## src/rtl/cbag_pkg.sv

```systemverilog
package cbag_pkg;
  typedef enum logic [2:0] {
    RK_INDEX  = 3'd0,
    RK_MODIFY = 3'd1,
    RK_LENGTH = 3'd2,
    RK_BASE   = 3'd3,
    RK_PAGE   = 3'd4
  } reg_kind_e;

  localparam int unsigned NBANK = 2;
endpackage

```

## src/rtl/cbag_rf.sv

```systemverilog
module cbag_rf #(
  parameter int W    = 16,
  parameter int N    = 4,
  localparam int SW  = (N > 1) ? $clog2(N) : 1,
  localparam int AWR = SW + 1
) (
  input  logic          clk,
  input  logic          rst,
  input  logic          wr_en,
  input  logic          wr_bank,
  input  logic [SW-1:0] wr_sel,
  input  logic [W-1:0]  wr_data,
  input  logic          upd_en,
  input  logic          upd_bank,
  input  logic [SW-1:0] upd_sel,
  input  logic [W-1:0]  upd_data,
  input  logic          rd_bank,
  input  logic [SW-1:0] rd_sel,
  output logic [W-1:0]  rd_data
);
  localparam int DEPTH = 2 * N;

  logic [W-1:0]   mem [DEPTH];
  logic [AWR-1:0] wa, ua, ra;

  assign wa = {wr_bank, wr_sel};
  assign ua = {upd_bank, upd_sel};
  assign ra = {rd_bank, rd_sel};

  // explicit write placed last so it wins over a writeback
  always_ff @(posedge clk) begin
    if (rst) begin
      for (int i = 0; i < DEPTH; i++) mem[i] <= '0;
    end else begin
      if (upd_en) mem[ua] <= upd_data;
      if (wr_en)  mem[wa] <= wr_data;
    end
  end

  assign rd_data = mem[ra];


  wr_lands_chk: assert property (@(posedge clk) disable iff (rst)
    wr_en |=> mem[$past(wa)] == $past(wr_data));


  upd_lands_chk: assert property (@(posedge clk) disable iff (rst)
    (upd_en && !(wr_en && wa == ua)) |=> mem[$past(ua)] == $past(upd_data));


  no_touch_chk: assert property (@(posedge clk) disable iff (rst)
    (!wr_en && !upd_en) |=> mem[$past(ra)] == $past(rd_data));
endmodule

```

## src/rtl/cbag_modsel.sv

```systemverilog
module cbag_modsel #(
  parameter int AW   = 16,
  parameter int IMMW = 8
) (
  input  logic            use_imm,
  input  logic [IMMW-1:0] imm,
  input  logic [AW-1:0]   mreg,
  output logic [AW-1:0]   mod
);
  logic [AW-1:0] imm_ext;

  generate
    if (IMMW < AW) begin : g_ext
      assign imm_ext = {{(AW-IMMW){imm[IMMW-1]}}, imm};
    end else begin : g_trunc
      assign imm_ext = imm[AW-1:0];
    end
  endgenerate

  assign mod = use_imm ? imm_ext : mreg;
endmodule

```

## src/rtl/cbag_wrap.sv

```systemverilog
module cbag_wrap #(
  parameter int AW = 16
) (
  input  logic          clk,
  input  logic          rst,
  input  logic [AW-1:0] ptr,
  input  logic [AW-1:0] base,
  input  logic [AW-1:0] len,
  input  logic [AW-1:0] mod,
  output logic [AW-1:0] nxt
);
  localparam int EW = AW + 2;

  logic signed [EW-1:0] s_ptr, s_mod, s_base, s_len, s_top, s_sum, s_fix;
  logic [AW-1:0]        mod_mag;

  always_comb begin
    s_ptr  = {2'b00, ptr};
    s_mod  = {{2{mod[AW-1]}}, mod};
    s_base = {2'b00, base};
    s_len  = {2'b00, len};
    s_top  = s_base + s_len;
    s_sum  = s_ptr + s_mod;
    s_fix  = s_sum;
    if (len != '0) begin
      if (s_sum >= s_top)      s_fix = s_sum - s_len;
      else if (s_sum < s_base) s_fix = s_sum + s_len;
    end
    nxt = s_fix[AW-1:0];
  end

  assign mod_mag = mod[AW-1] ? (~mod + 1'b1) : mod;


  win_keep_chk: assert property (@(posedge clk) disable iff (rst)
    (len != '0 && ptr >= base && {1'b0, ptr} < ({1'b0, base} + {1'b0, len}) && mod_mag < len)
      |-> (nxt >= base && {1'b0, nxt} < ({1'b0, base} + {1'b0, len})));
endmodule

```

## src/rtl/cbuf_agen.sv

```systemverilog
module cbuf_agen #(
  parameter int AW   = 16,
  parameter int PW   = 8,
  parameter int NPTR = 4,
  parameter int NMOD = 4,
  parameter int IMMW = 8,
  localparam int PSW  = (NPTR > 1) ? $clog2(NPTR) : 1,
  localparam int MSW  = (NMOD > 1) ? $clog2(NMOD) : 1,
  localparam int SELW = (PSW > MSW) ? PSW : MSW,
  localparam int OUTW = PW + AW
) (
  input  logic            clk,
  input  logic            rst,
  input  logic            bank_sel,
  input  logic            wr_en,
  input  logic [2:0]      wr_kind,
  input  logic            wr_bank,
  input  logic [SELW-1:0] wr_sel,
  input  logic [AW-1:0]   wr_data,
  input  logic            acc_en,
  input  logic            acc_post,
  input  logic [PSW-1:0]  acc_ptr,
  input  logic            acc_use_imm,
  input  logic [MSW-1:0]  acc_mod_sel,
  input  logic [IMMW-1:0] acc_imm,
  output logic [OUTW-1:0] addr_out,
  output logic            addr_valid
);
  import cbag_pkg::*;

  localparam int NPK = 3;

  logic          act_bank;
  logic [PW-1:0] page_q [NBANK];
  logic [AW-1:0] prd [NPK];
  logic [AW-1:0] mreg_rd, mod_amt, nxt_val, addr_lo;
  logic          acc_upd;

  always_ff @(posedge clk) begin
    if (rst) act_bank <= 1'b0;
    else     act_bank <= bank_sel;
  end

  assign acc_upd = acc_en && acc_post;

  // pointer, length and base: one file per kind, all indexed by pointer number
  generate
    for (genvar g = 0; g < NPK; g++) begin : g_prf
      localparam logic [2:0] KCODE = (g == 0) ? 3'(RK_INDEX) :
                                     (g == 1) ? 3'(RK_LENGTH) : 3'(RK_BASE);
      cbag_rf #(.W(AW), .N(NPTR)) u_rf (
        .clk      (clk),
        .rst      (rst),
        .wr_en    (wr_en && wr_kind == KCODE),
        .wr_bank  (wr_bank),
        .wr_sel   (wr_sel[PSW-1:0]),
        .wr_data  (wr_data),
        .upd_en   ((g == 0) ? acc_upd : 1'b0),
        .upd_bank (act_bank),
        .upd_sel  (acc_ptr),
        .upd_data (nxt_val),
        .rd_bank  (act_bank),
        .rd_sel   (acc_ptr),
        .rd_data  (prd[g])
      );
    end
  endgenerate

  cbag_rf #(.W(AW), .N(NMOD)) u_mrf (
    .clk      (clk),
    .rst      (rst),
    .wr_en    (wr_en && wr_kind == 3'(RK_MODIFY)),
    .wr_bank  (wr_bank),
    .wr_sel   (wr_sel[MSW-1:0]),
    .wr_data  (wr_data),
    .upd_en   (1'b0),
    .upd_bank (1'b0),
    .upd_sel  ('0),
    .upd_data ('0),
    .rd_bank  (act_bank),
    .rd_sel   (acc_mod_sel),
    .rd_data  (mreg_rd)
  );

  always_ff @(posedge clk) begin
    if (rst) begin
      for (int b = 0; b < NBANK; b++) page_q[b] <= '0;
    end else if (wr_en && wr_kind == 3'(RK_PAGE)) begin
      page_q[wr_bank] <= wr_data[PW-1:0];
    end
  end

  cbag_modsel #(.AW(AW), .IMMW(IMMW)) u_msel (
    .use_imm (acc_use_imm),
    .imm     (acc_imm),
    .mreg    (mreg_rd),
    .mod     (mod_amt)
  );

  cbag_wrap #(.AW(AW)) u_wrap (
    .clk  (clk),
    .rst  (rst),
    .ptr  (prd[0]),
    .base (prd[2]),
    .len  (prd[1]),
    .mod  (mod_amt),
    .nxt  (nxt_val)
  );

  assign addr_lo = acc_post ? prd[0] : nxt_val;

  always_ff @(posedge clk) begin
    if (rst) begin
      addr_out   <= '0;
      addr_valid <= 1'b0;
    end else begin
      addr_valid <= acc_en;
      if (acc_en) addr_out <= {page_q[act_bank], addr_lo};
    end
  end


  idle_hold_chk: assert property (@(posedge clk) disable iff (rst)
    !acc_en |=> $stable(addr_out));


  page_fld_chk: assert property (@(posedge clk) disable iff (rst)
    acc_en |=> addr_out[OUTW-1:AW] == $past(page_q[act_bank]));


  post_old_chk: assert property (@(posedge clk) disable iff (rst)
    (acc_en && acc_post) |=> addr_out[AW-1:0] == $past(prd[0]));
endmodule

```

## config.mk

```make
export PLATFORM = sky130hd
export DESIGN_NAME = cbuf_agen
export DESIGN_NICKNAME = d
export VERILOG_FILES = /design/src/rtl/cbag_pkg.sv /design/src/rtl/cbag_rf.sv /design/src/rtl/cbag_modsel.sv /design/src/rtl/cbag_wrap.sv /design/src/rtl/cbuf_agen.sv
export SDC_FILE = /design/constraint.sdc
export NUM_CORES = 1
export LEC_CHECK = 0
export BUFFER_PORTS_ARGS = -buffer_cell sky130_fd_sc_hd__clkbuf_2
export CAP_MARGIN = 20
export CORE_MARGIN = 8
export CORE_UTILIZATION = 30
export DETAILED_ROUTE_END_ITERATION = 10
export HOLD_SLACK_MARGIN = 0.02
export PLACE_DENSITY = 0.53
export RECOVER_POWER = 50
export SETUP_SLACK_MARGIN = 0.02
export SLEW_MARGIN = 20
export SYNTH_ARGS = -nofsm -noshare
export SYNTH_HDL_FRONTEND = slang
export SYNTH_SLANG_ARGS = --single-unit
export TNS_END_PERCENT = 10
```

## constraint.sdc

```tcl
create_clock -name clk -period 6.6 [get_ports clk]
set_input_delay 0.66 -clock clk [delete_from_list [all_inputs] [get_ports clk]]
set_output_delay 0.66 -clock clk [all_outputs]
set_load 0.02 [all_outputs]
```

# After elaboration in Yosys (flattened, before gate mapping)
# Memories as Yosys holds them, arrays and structs flattened. A register that Yosys moved wholly into a read port is not among the register bits.
# Index checks and enable logic that the tools add are counted.
# totals
reg_bits,26
ramBits,528
out_inout_bits,25
word_cells,75
n_memories,5
# classes
add_sub_neg,4
n_lt_le_gt_ge,2
n_eq_ne,4
n_mux,43
n_reduce_logical,14
# mem_list
name,depth,word_bits,rd,rd_clocked_by_memory_dff,wr,line_no,rtl
g_prf[0].u_rf.mem,8,16,1,0,8,cbag_rf.sv:23,logic [W-1:0] mem [DEPTH];
g_prf[1].u_rf.mem,8,16,1,0,8,cbag_rf.sv:23,
g_prf[2].u_rf.mem,8,16,1,0,8,cbag_rf.sv:23,
u_mrf.mem,8,16,1,0,8,cbag_rf.sv:23,
page_q,2,8,1,1,2,cbuf_agen.sv:34,logic [PW-1:0] page_q [NBANK];
# ops
operator,n
$mux 16,10
$reduce_or 16->1,5
$mux 1,27
$add 17x16->18,1
$ge 18x18->1,1
$lt 18x17->1,1
$add 16x16->17,1
$add 16x16->16,1
$reduce_bool 16->1,1
$sub 16x16->16,1
$mux 3,5
$mux 8,1
$reduce_or 8->1,1
$eq 3x2->1 const B,2
$logic_and 1x1->1,6
$eq 3x1->1 const B,1
$eq 3x3->1 const B,1
$logic_not 3->1,1

# Longest topological paths before layout
# An unclocked memory read counts as a cell.
# depth
depth_word,8
depth_mapped,33
mapped_depth_nobuf,26

# Modules after synthesis
# A second synthesis with hierarchy kept.
# hier_totals
hier_cells,2831
area_unflattened_um2,35195.0
# by_module_without_submodules
mod,n_inst,cells_each,area_each_um2,seq_area_each_um2
cbag_rf,4,532,7303.3,3843.7
cbag_wrap,1,519,3852.4,0.0
cbuf_agen,1,166,1880.6,1001.0
cbag_modsel,1,18,249.0,0.0

# Worst setup path before layout
# Ideal clock, no wire load.
# synth_timing
path_type,input-to-reg
startpoint,input port acc_ptr[1]
endpoint,"memory g_prf[0].u_rf.mem[0][7], data pin"
setup_time_ns,0.256
arrival_ns,6.940
required_time_ns,6.344
path_slack_ns,-0.596
path_stages,29
cell_sequence,buf_2 buf_2 clkbuf_1 clkbuf_1 mux2_2 a221o_1 a221oi_1 inv_1 ha_1 or4_1 o21ai_1 a21oi_1 a21o_1 a21oi_1 xor2_1 ha_1 and4_1 and3_1 a2111oi_0 o21ai_0 o221a_2 o31ai_2 a22o_4 a21oi_2 or3_4 buf_6 o221a_1 buf_4 a22o_1
# synth_lines
element,line_no,rtl
from (decl),cbuf_agen.sv:22,"input logic [PSW-1:0] acc_ptr,"
to (decl),cbag_rf.sv:23,

==> impl_metrics.tcl <==
set metrics [dict create \
    p_per_area_nw_per_um2 330 \
    numPortBuffers 65 \
    p_leak_nw 13.3 \
    cts_buffer_depth 3 \
    syn_inst 2401 \
    ys_dominant_reg_cell "edfxtp_1" \
    synth_nets 2536 \
    cts_sinks 554 \
    clk_pin_slew_worst_paths_ps 70 \
    netlist_area_um2 29000 \
    relSlewSlack_pct -73.7 \
    critPathRequiredTime_ps 7010 \
    postCtsHoldBufs 0 \
    cts_max_level 2 \
    cts_buffers 58 \
    hold_path.class "input port to flip-flop" \
    rsz0062_at_grt "true" \
    async_flop_share_pct 0 \
    crit_path_frequent_cell "buf_4" \
    p_seq_share_pct 35.0 \
    die_h_um 327 \
    cts_root_buffer "clkbuf_16" \
    end_kind "flip-flop" \
    vias_per_cell 5.37 \
    hold_viol 0 \
    chipWidth_um 327 \
    max_freq_mhz 158 \
    grt-ovfl-total 0 \
    maxCapViolCount 4 \
    postRouteAntennaNets 0 \
    synth-adder-area-share_pct 4.19 \
    std_cell_rows 114 \
    final_cell_count_no_fill 4066 \
    cpPeakStageDelay_ps 390 \
    ios 66 \
    dpl.hpwl_um 72500 \
    wl_per_cell_um 25.5 \
    nNetsFinal 2874 \
    sw_frac_of_total_pct 33.8 \
    violations "max-capacitance violations, max-slew violations" \
    synth-simple-area-share_pct 14.8 \
    grt_pass1_wl_um 151000 \
    design_area_um2 35600 \
    power.switching_mw 3.97 \
    grt_pass1_vias 22300 \
    grt_usage_pct 18.7 \
    cp.arrival_ps 6760 \
    path_buf_inv 9 \
    cp_max_fo 13 \
    synth_edf_count 528 \
    slowest_stage "dfxtp_4" \
    synth_top_family_by_area "compound AO/OA/AOI/OAI gates" \
    slew_violations 92 \
    drc 0 \
    synthXorXnorAreaFrac_pct 1.44 \
    clk_latency_ps 670 \
    reg2reg_slack_ps 250 \
    path_depth 30 \
    antenna_found_initial 6 \
    status "finished with violations" \
    pwr-share-clk_pct 28.8 \
    worst_pin_slew_ps 2610 \
    ys_seq_elements 554 \
    min_delay_path_depth 2 \
    layout-drive-gt1-share_pct 23.4 \
    setup.worst_path.start "act_bank$_SDFF_PP0_" \
    dp.cells 3951 \
    area_growth_pct 22.7 \
    rr_startpoint "act_bank$_SDFF_PP0_" \
    num_vias 21800 \
    setup_viol 0 \
    fillers 9270 \
    fin_crit_ps 6350 \
    avgSynthCellArea_um2 12.1 \
    dieArea_um2 107000 \
    critical_path.top_delay_family "compound AO/OA/AOI/OAI gates" \
    core-area_um2 96300 \
    grt_max_degree 39 \
    drtIter0Drc 2202 \
    firstDrtPassIters 6 \
    totalWireLength_um 104000 \
    hold_ws_ps 208 \
    finalCritPeriodShare_pct 96.2 \
    worstSetupPathType "flip-flop to flip-flop" \
    synth_compound_area_share_pct 15.0 \
    place_ws_ps -491 \
    comb_power_share_pct 36.2 \
    finalWeightedCongestion 0.912 \
    ys_types 89 \
    cts_tree "built" \
    hold_path_startpoint "bank_sel" \
    yosysSeqAreaShare_pct 56.4 \
    finClkSkew_ps 57.7 \
    setup_slack_ps 254 \
    ff2ff_path_depth 30 \
    synth_mux_area_share_pct 4.84 \
    setup_tns_ps 0 \
    placed_area_um2 33600 \
    p_int_mw 7.79 \
    peakVddDrop_mv 0.216 \
    ys_warn_count 0 \
    start_util_pct 30.2 \
    worstSetupStartpointType "flip-flop" \
]
[metal layers]
| layer | global-route usage, % | vias up | share of wire (%) |
|---|---|---|---|
| met5 | 0 | - | 0.028 |
| met4 | 5.25 | 4 | 3.0 |
| met3 | 3.83 | 179 | 8.6 |
| met2 | 30.2 | 988 | 45 |
| met1 | 25.6 | 11000 | 43 |
| li1 | - | 9701 | - |
[state kept, by name (all words and copies together) (netlist names)]
name,flops
page_q,16
addr_valid,1
act_bank,1
addr_out,24
g_prf.u_rf.mem,384
u_mrf.mem,128
[worst register-to-register path, delay by kind of cell (launching register included)]
family | cells | cell delay, ps
and+or+nand+nor | 3 | 510
AOI/OAI and AO/OA | 15 | 2950
DFF | 1 | 390
xor gates and xnor gates | 1 | 210
buffers and inverters | 9 | 1450
adders and majority gates | 2 | 600
[final timing paths]
kind,endpoint
max,g_prf[0].u_rf.mem[1][14]$_DFFE_PP_
min,act_bank$_SDFF_PP0_
max reg2reg,g_prf[0].u_rf.mem[1][14]$_DFFE_PP_
min reg2reg,addr_out[10]$_SDFFE_PP0P_
[final cells by class]
class / instances / area (um^2) / area share (%)
diodes: 3 / 7.51 / 0.0211
clock buffers: 67 / 1490 / 4.17
clock inverters: 41 / 470 / 1.32
inverters: 66 / 248 / 0.695
multi-input cells: 1606 / 12000 / 33.8
flip-flops and latches: 554 / 16400 / 45.9
well taps: 1276 / 1600 / 4.48
repair buffers: 453 / 3410 / 9.57
[through the flow]
| stage | power [mW] | utilization (%) |
|---|---|---|
| finish | 11.8 | 37.0 |
| global route | 12.2 | 37.0 |
| CTS | 11.6 | 37.0 |
| detailed placement | 8.22 | 34.9 |
| global placement | 8.17 | 34.8 |
| floorplan | 6.21 | - |
[cell usage after synthesis (6+ instances only)]
cell type	instances	area, um^2
a21o_1	24	180
a311oi_1	7	61.3
nor2_1	101	379
nor2b_1	11	68.8
o31ai_1	6	45.0
a211oi_1	19	143
a22oi_1	113	848
o211a_1	7	70.1
nand2_1	139	522
and4_1	13	114
and3_1	7	43.8
ha_1	90	1130
a21oi_1	65	325
o31a_1	7	61.3
mux4_2	41	923
inv_1	60	225
a31oi_1	15	93.8
clkbuf_1	149	559
a22o_1	101	885
a211o_1	7	61.3
dfxtp_1	26	521
o211ai_1	9	67.6
buf_2	11	55.1
nand3_1	22	110
or3_1	14	87.6
buf_1	7	26.3
o21a_1	13	97.6
xor2_1	16	140
o21ai_0	111	556
edfxtp_1	528	15900
mux2_2	18	203
nand4_1	11	68.8
nor3_1	20	100
xnor2_1	28	245
and2_1	404	2530
a221oi_1	28	245
nand2b_1	6	37.5
mux2i_1	28	280
or2_2	11	68.8
buf_4	6	45.0
o22ai_1	9	56.3
[cells by family (layout without fill, tap and decap cells)]
group	count (synthesis)	in the layout
other	0	3
AO/OA/AOI/OAI	597	597
AND/OR/NAND/NOR	781	781
flip-flops	554	554
XOR/XNOR	46	46
adder cells (fa/ha/maj)	95	95
buffers and inverters	241	627
multiplexers	87	87
[cell usage in the layout, fill, tap and decap left out, types with 41 or more instances in the layout]
cell type    n
and2_1     264
nand2_1    137
nor2_1      91
ha_1        88
a22oi_1    110
and2_0     140
inv_1       59
mux4_2      41
o21ai_0     95
a22o_1     101
buf_4      342
a21oi_1     57
clkbuf_16   58
edfxtp_1   528
clkbuf_1    54
[power groups by stage]
stage	clock network, mW	logic (mW)	registers, mW
floorplan	0	2.01	4.19
global placement	0	3.98	4.19
detailed placement	0	4.03	4.19
CTS	3.43	4.09	4.12
global route	3.55	4.55	4.14
finish	3.39	4.26	4.12
[what timing repair did]
action,4_1_cts,5_1_grt
buffers inserted,0,3
pin swaps,0,7
endpoints found under the setup margin,70,144
resized for setup,7,41
No activity file was read; power rests on OpenSTA's default activity.
